`config.mk`:
```
export PLATFORM = sky130hd
export DESIGN_NAME = regwin_bridge
export DESIGN_NICKNAME = d
export VERILOG_FILES = /design/src/rtl/regwin_pkg.sv /design/src/rtl/regwin_bytefile.sv /design/src/rtl/regwin_engine.sv /design/src/rtl/regwin_irq.sv /design/src/rtl/regwin_bridge.sv
export SDC_FILE = /design/constraint.sdc
export NUM_CORES = 2
export LEC_CHECK = 0
export ABC_AREA = 0
export BUFFER_PORTS_ARGS = -buffer_cell sky130_fd_sc_hd__buf_4
export CORE_MARGIN = 4
export CORE_UTILIZATION = 40
export DETAILED_ROUTE_END_ITERATION = 12
export MAX_ROUTING_LAYER = met4
export PLACE_DENSITY = 0.58
export SLEW_MARGIN = 10
export SYNTH_ARGS = -nofsm -noshare
export SYNTH_HDL_FRONTEND = slang
export SYNTH_SLANG_ARGS = --single-unit
```
`constraint.sdc`:
```
create_clock -name clk -period 2.85 [get_ports clk]
set_input_delay 0.1425 -clock clk [delete_from_list [all_inputs] [get_ports clk]]
set_output_delay 0.1425 -clock clk [all_outputs]
set_load 0.01 [all_outputs]
```
`src/rtl/regwin_pkg.sv`:
```
package regwin_pkg;

    localparam int HOST_AW  = 5;
    localparam int HOST_DW  = 32;
    localparam int IREG_AW  = 8;
    localparam int IREG_DW  = 8;

    // command word field positions (the host software decodes these)
    localparam int CMD_WDAT_LSB = IREG_AW;
    localparam int CMD_WE_BIT   = 16;
    localparam int CMD_ERR_BIT  = 22;
    localparam int CMD_BUSY_BIT = 23;
    localparam int CMD_RDAT_LSB = 24;
    localparam int CMD_PAD_W    = CMD_ERR_BIT - CMD_WE_BIT - 1;

    // interrupt bit positions inside the mask / clear / status words
    localparam int IRQ_TX_BIT = 1;
    localparam int IRQ_RX_BIT = 2;
    localparam int IRQ_N      = 2;

    localparam int CTRL_W = 3;

    typedef enum logic [HOST_AW-1:0] {
        OFF_CTRL  = 5'h00,
        OFF_CMD   = 5'h04,
        OFF_IMASK = 5'h08,
        OFF_ICLR  = 5'h0C,
        OFF_ISTAT = 5'h10
    } win_off_e;

    typedef enum logic [1:0] {
        CLKM_OFF   = 2'd0,
        CLKM_GATED = 2'd1,
        CLKM_FREE  = 2'd2,
        CLKM_RSVD  = 2'd3
    } clk_mode_e;

endpackage

```
`src/rtl/regwin_bytefile.sv`:
```
module regwin_bytefile #(
    parameter int AW = 8,
    parameter int DW = 8
) (
    input  logic          clk,
    input  logic          rst_n,
    input  logic          clr,
    input  logic          we,
    input  logic [AW-1:0] addr,
    input  logic [DW-1:0] wdata,
    output logic [DW-1:0] rdata
);
    localparam int DEPTH = 1 << AW;

    logic [DW-1:0] mem_q [DEPTH];
    logic [DW-1:0] mem_d [DEPTH];

    always_comb begin
        mem_d = mem_q;
        if (clr) begin
            for (int i = 0; i < DEPTH; i++) mem_d[i] = '0;
        end else if (we) begin
            mem_d[addr] = wdata;
        end
    end

    always_ff @(posedge clk or negedge rst_n) begin
        if (!rst_n) begin
            for (int i = 0; i < DEPTH; i++) mem_q[i] <= '0;
        end else begin
            mem_q <= mem_d;
        end
    end

    assign rdata = mem_q[addr];

endmodule

```
`src/rtl/regwin_engine.sv`:
```
module regwin_engine
    import regwin_pkg::*;
#(
    parameter int LAT = 4
) (
    input  logic               clk,
    input  logic               rst_n,
    input  logic               srst,
    input  logic               run,
    input  logic               start,
    input  logic [HOST_DW-1:0] cmd_in,
    input  logic [IREG_DW-1:0] file_rdata,
    output logic               file_we,
    output logic [IREG_AW-1:0] file_addr,
    output logic [IREG_DW-1:0] file_wdata,
    output logic [HOST_DW-1:0] cmd_word,
    output logic               busy,
    output logic               err
);
    localparam int CW = $clog2(LAT + 1);

    typedef struct packed {
        logic [IREG_AW-1:0] addr;
        logic [IREG_DW-1:0] wdat;
        logic               we;
        logic               busy;
        logic               err;
        logic [CW-1:0]      cnt;
        logic [IREG_DW-1:0] rdat;
    } eng_t;

    eng_t q, d;
    logic done;

    always_comb begin
        d    = q;
        done = 1'b0;
        if (srst) begin
            d = '0;
        end else begin
            if (q.busy && run) begin
                d.cnt = q.cnt - 1'b1;
                if (q.cnt == CW'(1)) begin
                    d.busy = 1'b0;
                    done   = 1'b1;
                    if (!q.we) d.rdat = file_rdata;
                end
            end
            if (start) begin
                if (q.busy) begin
                    d.err = 1'b1;
                end else begin
                    d.addr = cmd_in[IREG_AW-1:0];
                    d.wdat = cmd_in[CMD_WDAT_LSB +: IREG_DW];
                    d.we   = cmd_in[CMD_WE_BIT];
                    d.busy = 1'b1;
                    d.cnt  = CW'(LAT);
                end
            end
        end
    end

    always_ff @(posedge clk or negedge rst_n) begin
        if (!rst_n) q <= '0;
        else        q <= d;
    end

    assign file_we    = done && q.we;
    assign file_addr  = q.addr;
    assign file_wdata = q.wdat;
    assign busy       = q.busy;
    assign err        = q.err;
    assign cmd_word   = {q.rdat, q.busy, q.err, {CMD_PAD_W{1'b0}}, q.we, q.wdat, q.addr};

endmodule

```
`src/rtl/regwin_irq.sv`:
```
module regwin_irq
    import regwin_pkg::*;
(
    input  logic              clk,
    input  logic              rst_n,
    input  logic              mask_wr,
    input  logic              clr_wr,
    input  logic [IRQ_N-1:0]  wbits,
    input  logic [IRQ_N-1:0]  events,
    output logic [IRQ_N-1:0]  mask,
    output logic [IRQ_N-1:0]  stat,
    output logic              irq
);
    typedef struct packed {
        logic [IRQ_N-1:0] mask;
        logic [IRQ_N-1:0] stat;
    } irq_t;

    irq_t q, d;

    always_comb begin
        d = q;
        if (mask_wr) d.mask = wbits;
        if (clr_wr)  d.stat = d.stat & ~wbits;
        d.stat = d.stat | events;
    end

    always_ff @(posedge clk or negedge rst_n) begin
        if (!rst_n) q <= '0;
        else        q <= d;
    end

    assign mask = q.mask;
    assign stat = q.stat;
    assign irq  = |(q.stat & q.mask);

endmodule

```
`src/rtl/regwin_bridge.sv`:
```
module regwin_bridge
    import regwin_pkg::*;
#(
    parameter int LATENCY = 4
) (
    input  logic               clk,
    input  logic               rst_n,
    input  logic               host_wr,
    input  logic [HOST_AW-1:0] host_addr,
    input  logic [HOST_DW-1:0] host_wdata,
    output logic [HOST_DW-1:0] host_rdata,
    input  logic               ev_tx,
    input  logic               ev_rx,
    output logic               irq_o
);
    logic [CTRL_W-1:0]  ctrl_q, ctrl_d;
    logic               srst, run;
    logic               cmd_wr, mask_wr, clr_wr;
    logic [HOST_DW-1:0] cmd_word;
    logic               eng_busy, eng_err;
    logic               f_we;
    logic [IREG_AW-1:0] f_addr;
    logic [IREG_DW-1:0] f_wdata, f_rdata;
    logic [IRQ_N-1:0]   irq_mask, irq_stat;
    clk_mode_e          mode;

    assign cmd_wr  = host_wr && (host_addr == OFF_CMD);
    assign mask_wr = host_wr && (host_addr == OFF_IMASK);
    assign clr_wr  = host_wr && (host_addr == OFF_ICLR);

    always_comb begin
        ctrl_d = ctrl_q;
        if (host_wr && (host_addr == OFF_CTRL)) ctrl_d = host_wdata[CTRL_W-1:0];
    end

    always_ff @(posedge clk or negedge rst_n) begin
        if (!rst_n) ctrl_q <= '0;
        else        ctrl_q <= ctrl_d;
    end

    assign srst = ctrl_q[0];
    assign mode = clk_mode_e'(ctrl_q[2:1]);
    assign run  = (mode == CLKM_GATED) || (mode == CLKM_FREE);

    regwin_engine #(.LAT(LATENCY)) u_eng (
        .clk        (clk),
        .rst_n      (rst_n),
        .srst       (srst),
        .run        (run),
        .start      (cmd_wr),
        .cmd_in     (host_wdata),
        .file_rdata (f_rdata),
        .file_we    (f_we),
        .file_addr  (f_addr),
        .file_wdata (f_wdata),
        .cmd_word   (cmd_word),
        .busy       (eng_busy),
        .err        (eng_err)
    );

    regwin_bytefile #(.AW(IREG_AW), .DW(IREG_DW)) u_file (
        .clk   (clk),
        .rst_n (rst_n),
        .clr   (srst),
        .we    (f_we),
        .addr  (f_addr),
        .wdata (f_wdata),
        .rdata (f_rdata)
    );

    regwin_irq u_irq (
        .clk     (clk),
        .rst_n   (rst_n),
        .mask_wr (mask_wr),
        .clr_wr  (clr_wr),
        .wbits   (host_wdata[IRQ_RX_BIT:IRQ_TX_BIT]),
        .events  ({ev_rx, ev_tx}),
        .mask    (irq_mask),
        .stat    (irq_stat),
        .irq     (irq_o)
    );

    always_comb begin
        host_rdata = '0;
        case (host_addr)
            OFF_CTRL:  host_rdata[CTRL_W-1:0] = ctrl_q;
            OFF_CMD:   host_rdata = cmd_word;
            OFF_IMASK: host_rdata[IRQ_RX_BIT:IRQ_TX_BIT] = irq_mask;
            OFF_ISTAT: host_rdata[IRQ_RX_BIT:IRQ_TX_BIT] = irq_stat;
            default:   host_rdata = '0;
        endcase
    end

endmodule

```
* Word level (Yosys, flattened, before mapping) *
Cells that the tools add are included.

cells by class
  magnitude comparators = 2
  bitwise logic cells = 5
  reduce and logical (&&, ||, !) cells = 18
  $add $sub $neg = 1
  equality and inequality tests = 9
  mux-type cells = 25

operators by type and width
  kind                                                                           count
  2048-bit two-way mux                                                           2
  2048-bit bitwise mux                                                           1
  8-bit binary-select mux with 8-bit select                                      1
  8-bit demux with 8-bit select                                                  1
  8-bit two-way mux                                                              5
  30-bit two-way mux                                                             1
  29-bit two-way mux                                                             1
  22-bit two-way mux                                                             1
  18-bit two-way mux                                                             1
  11-bit two-way mux                                                             1
  5-bit by 4-bit == test with 1-bit output (second input constant)               2
  2-bit nonzero test                                                             5
  9-bit >= comparator (second input constant)                                    1
  9-bit by 1-bit less-than comparator with 1-bit output (second input constant)  1
  8-bit NOT with 9-bit output                                                    1
  2-bit case mux with 4 select lines                                             1
  1-bit logical AND                                                              7
  1-bit two-way mux                                                              6
  5-bit by 3-bit == test with 1-bit output (second input constant)               1
  5-bit == test (second input constant)                                          1
  5-bit logical NOT                                                              1
  2-bit bitwise AND                                                              2
  2-bit != test (second input constant)                                          2
  2-bit AND reduction                                                            2
  other kinds (12)                                                               12

storage, ports and cells
  output and inout port bits = 33
  logic and storage cells = 326
  register bits after elaboration = 2085
  bits of input ports = 42

* Logic depth before layout (Yosys ltp) *
  depth in word-level cells = 10
  depth in mapped cells = 13

* Hierarchy *
A second synthesis with hierarchy kept.

second synthesis, totals
  cells, all modules = 10787
  area total of the unflattened synthesis = 102061.6 µm²

modules (own cells, without submodules)
  module           times used  cells each  area an instance (µm²)
  regwin_bytefile  1           10565       99720.6
  regwin_engine    1           150         1689.1
  regwin_bridge    1           61          490.5
  regwin_irq       1           11          161.4

* Worst setup path before layout *
Ideal clock, no wire load.

  kind = register to register
  start point = register u_eng.q (netlist bit u_eng.file_addr[0])
  end point = register u_eng.q (netlist bit u_eng.cmd_word[24])
  cell stages (with the launch flop) = 10
  slack = 393 ps
  path buffers = 4
  required time = 2710 ps
  arrival time = 2317 ps
  clock period less this slack = 2457 ps
  setup time = 140 ps
  cell sequence = dfrtp_1 buf_6 buf_6 buf_2 buf_2 mux4_2 a22oi_1 o22ai_1 o41ai_2 o211ai_1

between the ends
  cells in the longest elaborated chain, start to end = 8

ends and longest elaborated chain
  item                                                   line                   text
  start: declaration                                     regwin_engine.sv:32    eng_t q, d;
  start signal: assignment                               regwin_engine.sv:64    if (!rst_n) q <= '0;
  start signal: assignment                               regwin_engine.sv:65    else q <= d;
  8-bit NOT with 9-bit output (implied by the code)      regwin_bytefile.sv:35  assign rdata = mem_q[addr];
  8-bit binary-select mux with 8-bit select              regwin_bytefile.sv:35
  8-bit two-way mux (implied by the code) (2 in series)  regwin_bytefile.sv:35
  8-bit two-way mux                                      regwin_engine.sv:46    if (!q.we) d.rdat = file_rdata;
  8-bit two-way mux                                      regwin_engine.sv:43    if (q.cnt == CW'(1)) begin
  11-bit two-way mux                                     regwin_engine.sv:41    if (q.busy && run) begin
  30-bit two-way mux                                     regwin_engine.sv:38    if (srst) begin

Every way passes these cells. The select of a mux whose other input is x is not followed.
A chain may end at the register's enable or synchronous reset.

* Worst setup path in the final report *
Same ends and word-level chain as after synthesis.

==> reports/summary.txt <==
status - finished, violations left
failing checks - setup timing
hold depth - 4
Netlist cell types - 66
num ports - 75
Final Util - 48.9%
Placement Setup Slack - -0.795 ns
core box area - 230,000 um^2
via count - 76,622
DRC - 0
global placement routability congestion - 0.963
Worst EP arrival - 3.83 ns
period utilization - 108%
Worst R2R Start - u_eng.file_addr[0]$_DFFE_PN0P_
worst slew pin tran - 0.972 ns
first-pass GRT wire length - 521,000 um
largest net degree at the start of global routing - 147
critical path class - reg -> reg
port bufs - 54
most common cell after layout, fill and taps aside - nand2_1
setup slack, reg-to-reg - -0.24 ns
layout cells sized above 1 - 19.9%
Starting Density - 40.2%
max_cap viols - 0
Max Clock Skew - 0.0684 ns
Max IR drop VDD - 0.651 mV
Slew headroom - 35.2%
Ys Warns - 0
Synth-to-Final Area Change - 21.5%
crit-path max cell delay - 0.48 ns
DIE WIDTH - 489 um
CTS H-Tree Depth - 4
Vias/cell - 6.02
most frequent cells in the layout - nand2_1, dfrtp_1, o21ai_0
GRT overflow - 0
HPWL after DPL - 235,000 um
# setup viols final - 8
Syn Area/Cell - 10.3 um^2
Post-synth ARST share - 100%
PwrDens - 593 nW/um^2
CTS tree - built
Critical Path End - u_eng.cmd_word[24]$_DFFE_PN0P_
critical path peak fanout - 7
Min Hold Slack - 0.0581 ns
final wirelength - 352,000 um
drt pass-1 iters - 6
Final nets - 9,553
wire length per cell - 27.7 um
vias in the first global route - 75,956
Critical Path, Cell by Cell - buf_12 -> buf_12 -> buf_6 -> mux4_2 -> a22o_1 -> a221oi_2 -> buf_4 -> a41o_4 -> a21oi_4 -> o41ai_4 -> o211ai_1
Max clock buf depth - 3
DRT antenna net count - 0
die area - 240,000 um^2
clock root buffer - clkbuf_16
CP Launch Type - register
Yosys reg bits - 2,085
GRT Total Usage - 30.1%
worst endpoint required time - 3.60 ns
initial drt markers - 8,074
mapped cell area - 92,700 um^2
Num CTS Buffers - 221
Worst Reg2Reg Path Length in Cells - 11
Seq/Total Area, Yosys - 56.3%
number of synthesized flops with an enable pin - 0
clock sink count - 2,085
Hold Path Class - in -> reg
Post-Syn Instances - 8,965
final hold vios - 0
Period minus WS final - 3.09 ns
clock-pin slew on the worst setup and hold paths - 0.06 ns
Slowest-stage cell, CP - mux4_2
crit path launch - u_eng.file_addr[0]$_DFFE_PN0P_
RSZ-0062 raised after global routing - yes
most used cell, CP - buf_12
Setup crit end kind - register
register area - 52,200 um^2
f_max - 324 MHz
final worst slack - -0.235 ns
reg2reg end - u_eng.cmd_word[24]$_DFFE_PN0P_
Cell Rows - 176
Post-synth top flop - dfrtp_1
# fillers - 20,926
Final Max Tran Viols - 0
Pleak - 46.7 nW
post-layout power - 0.0668 W
area of the multi-input gates - 39,500 um^2
antenna violations before repair - 17
Clock Latency Late Sink - 0.89 ns
die height - 489 um
==> registers in the layout (all words and copies together) (netlist names) <==
| register | flops |
|---|---|
| ctrl_q | 3 |
| u_eng.busy | 1 |
| u_eng.cmd_word | 9 |
| u_eng.err | 1 |
| u_eng.file_addr | 8 |
| u_eng.file_wdata | 8 |
| u_eng.q | 3 |
| u_file.mem_q | 2048 |
| u_irq.mask | 2 |
| u_irq.stat | 2 |
==> timing repair <==
item,CTS,global route
pin swaps,39,55
buffers inserted,43,27
hold buffers,29,0
cloned,11,3
gates resized for setup,160,156
hold endpoints to repair,1663,0
setup endpoints to repair,156,486
==> where the power goes <==
| group | leakage, nW | internal [W] | switching, W |
|---|---|---|---|
| combinational | 13.8 | 0.00216 | 0.00453 |
| clock | 3.74 | 0.0177 | 0.0126 |
| sequential | 29.1 | 0.0297 | 0.000116 |
| total | 46.7 | 0.0495 | 0.0173 |
==> through the flow <==
stage	setup TNS [ns]	std cells	instance area, um^2
2_1_floorplan	0	8969	92700
3_3_place_gp	-8.87	12214	102000
3_5_place_dp	-11.70	12214	102000
4_1_cts	-1.67	12692	112000
5_1_grt	-1.65	12722	113000
6_report	-1.49	12724	113000
==> synth_stat cells, types with 4 or more instances <==
| library cell | number | area, um^2 |
|---|---|---|
| nand2_1 | 2427 | 9110 |
| dfrtp_1 | 2085 | 52200 |
| o21ai_0 | 2059 | 10300 |
| mux4_2 | 407 | 9170 |
| clkbuf_1 | 376 | 1410 |
| nor2_1 | 315 | 1180 |
| o21ai_1 | 275 | 1380 |
| mux2i_1 | 173 | 1730 |
| a22oi_1 | 103 | 773 |
| buf_2 | 89 | 445 |
| a21oi_1 | 77 | 385 |
| o22ai_1 | 68 | 425 |
| mux2_2 | 67 | 754 |
| a221oi_1 | 39 | 342 |
| nand3_1 | 36 | 180 |
| buf_6 | 32 | 360 |
| buf_1 | 31 | 116 |
| and2_1 | 28 | 175 |
| nor3_1 | 28 | 140 |
| buf_4 | 25 | 188 |
| o2111ai_1 | 20 | 175 |
| nor3b_1 | 15 | 113 |
| mux2_1 | 14 | 158 |
| o211ai_1 | 14 | 105 |
| nor2b_1 | 13 | 81.3 |
| a22o_1 | 12 | 105 |
| nand2b_1 | 12 | 75.1 |
| nor4_1 | 11 | 68.8 |
| a32o_1 | 10 | 100 |
| a31oi_1 | 8 | 50.1 |
| inv_1 | 7 | 26.3 |
| nand4_1 | 7 | 43.8 |
| nor3_2 | 7 | 70.1 |
| o221ai_1 | 7 | 61.3 |
| a2111oi_2 | 6 | 90.1 |
| a41o_1 | 6 | 60.1 |
| o41ai_2 | 6 | 97.6 |
| a211oi_1 | 5 | 37.5 |
| a21o_1 | 4 | 30.0 |
| or2_2 | 4 | 25.0 |
==> worst min-delay path by stage <==
stage                     slack, ns                               to      startpoint
after global placement         0.12   u_file.mem_q[1753]$_DFFE_PN0P_           rst_n
final                          0.06  u_eng.file_wdata[6]$_DFFE_PN0P_  host_wdata[14]
after CTS                     0.009  u_eng.file_wdata[2]$_DFFE_PN0P_  host_wdata[10]
after detailed placement       0.11   u_file.mem_q[1753]$_DFFE_PN0P_           rst_n
after floorplan               -0.15            ctrl_q[0]$_DFFE_PN0P_           rst_n
after global routing           0.06  u_eng.file_wdata[6]$_DFFE_PN0P_  host_wdata[14]
==> metal layers <==
layer | up-vias | track usage (%) | part of all wire, %
met4 | 0 | 15.9 | 6.2
met2 | 3789 | 44.8 | 45
met5 | - | - | 0
met1 | 39341 | 38.9 | 40
li1 | 32670 | - | -
met3 | 822 | 6.11 | 8.7
==> logic make-up (layout without fill, tap and decap cells) <==
logic type | Yosys count | after routing | synth area share [%]
and+or+nand+nor | 2914 | 2914 | 12.3
AOI/OAI and AO/OA | 2733 | 2733 | 15.8
DFF | 2085 | 2085 | 56.3
muxes | 664 | 664 | 12.8
buffers and inverters | 563 | 1283 | 2.80
xor gates and xnor gates | 3 | 3 | 0.0284
adders and majority gates | 2 | 2 | 0.0270
other | 1 | 14 | 0.00405
==> cell type report <==
| class | instances | share of cell area, % |
|---|---|---|
| clock inverters | 85 | 1.10 |
| flip-flops and latches | 2085 | 46.4 |
| diodes | 9 | 0.0200 |
| multi-input cells | 6321 | 35.1 |
| repair buffers | 873 | 8.35 |
| inverters | 7 | 0.0233 |
| clock buffers | 318 | 5.65 |
| well taps | 3026 | 3.36 |
==> worst max-delay path, delay by kind of cell (launching register included) <==
kind | cells | cell delay (ns)
AOI/OAI and AO/OA | 6 | 1.38
buffers and inverters | 4 | 0.59
DFF | 1 | 0.44
muxes | 1 | 0.48
Power figures use the tool's default switching activity.
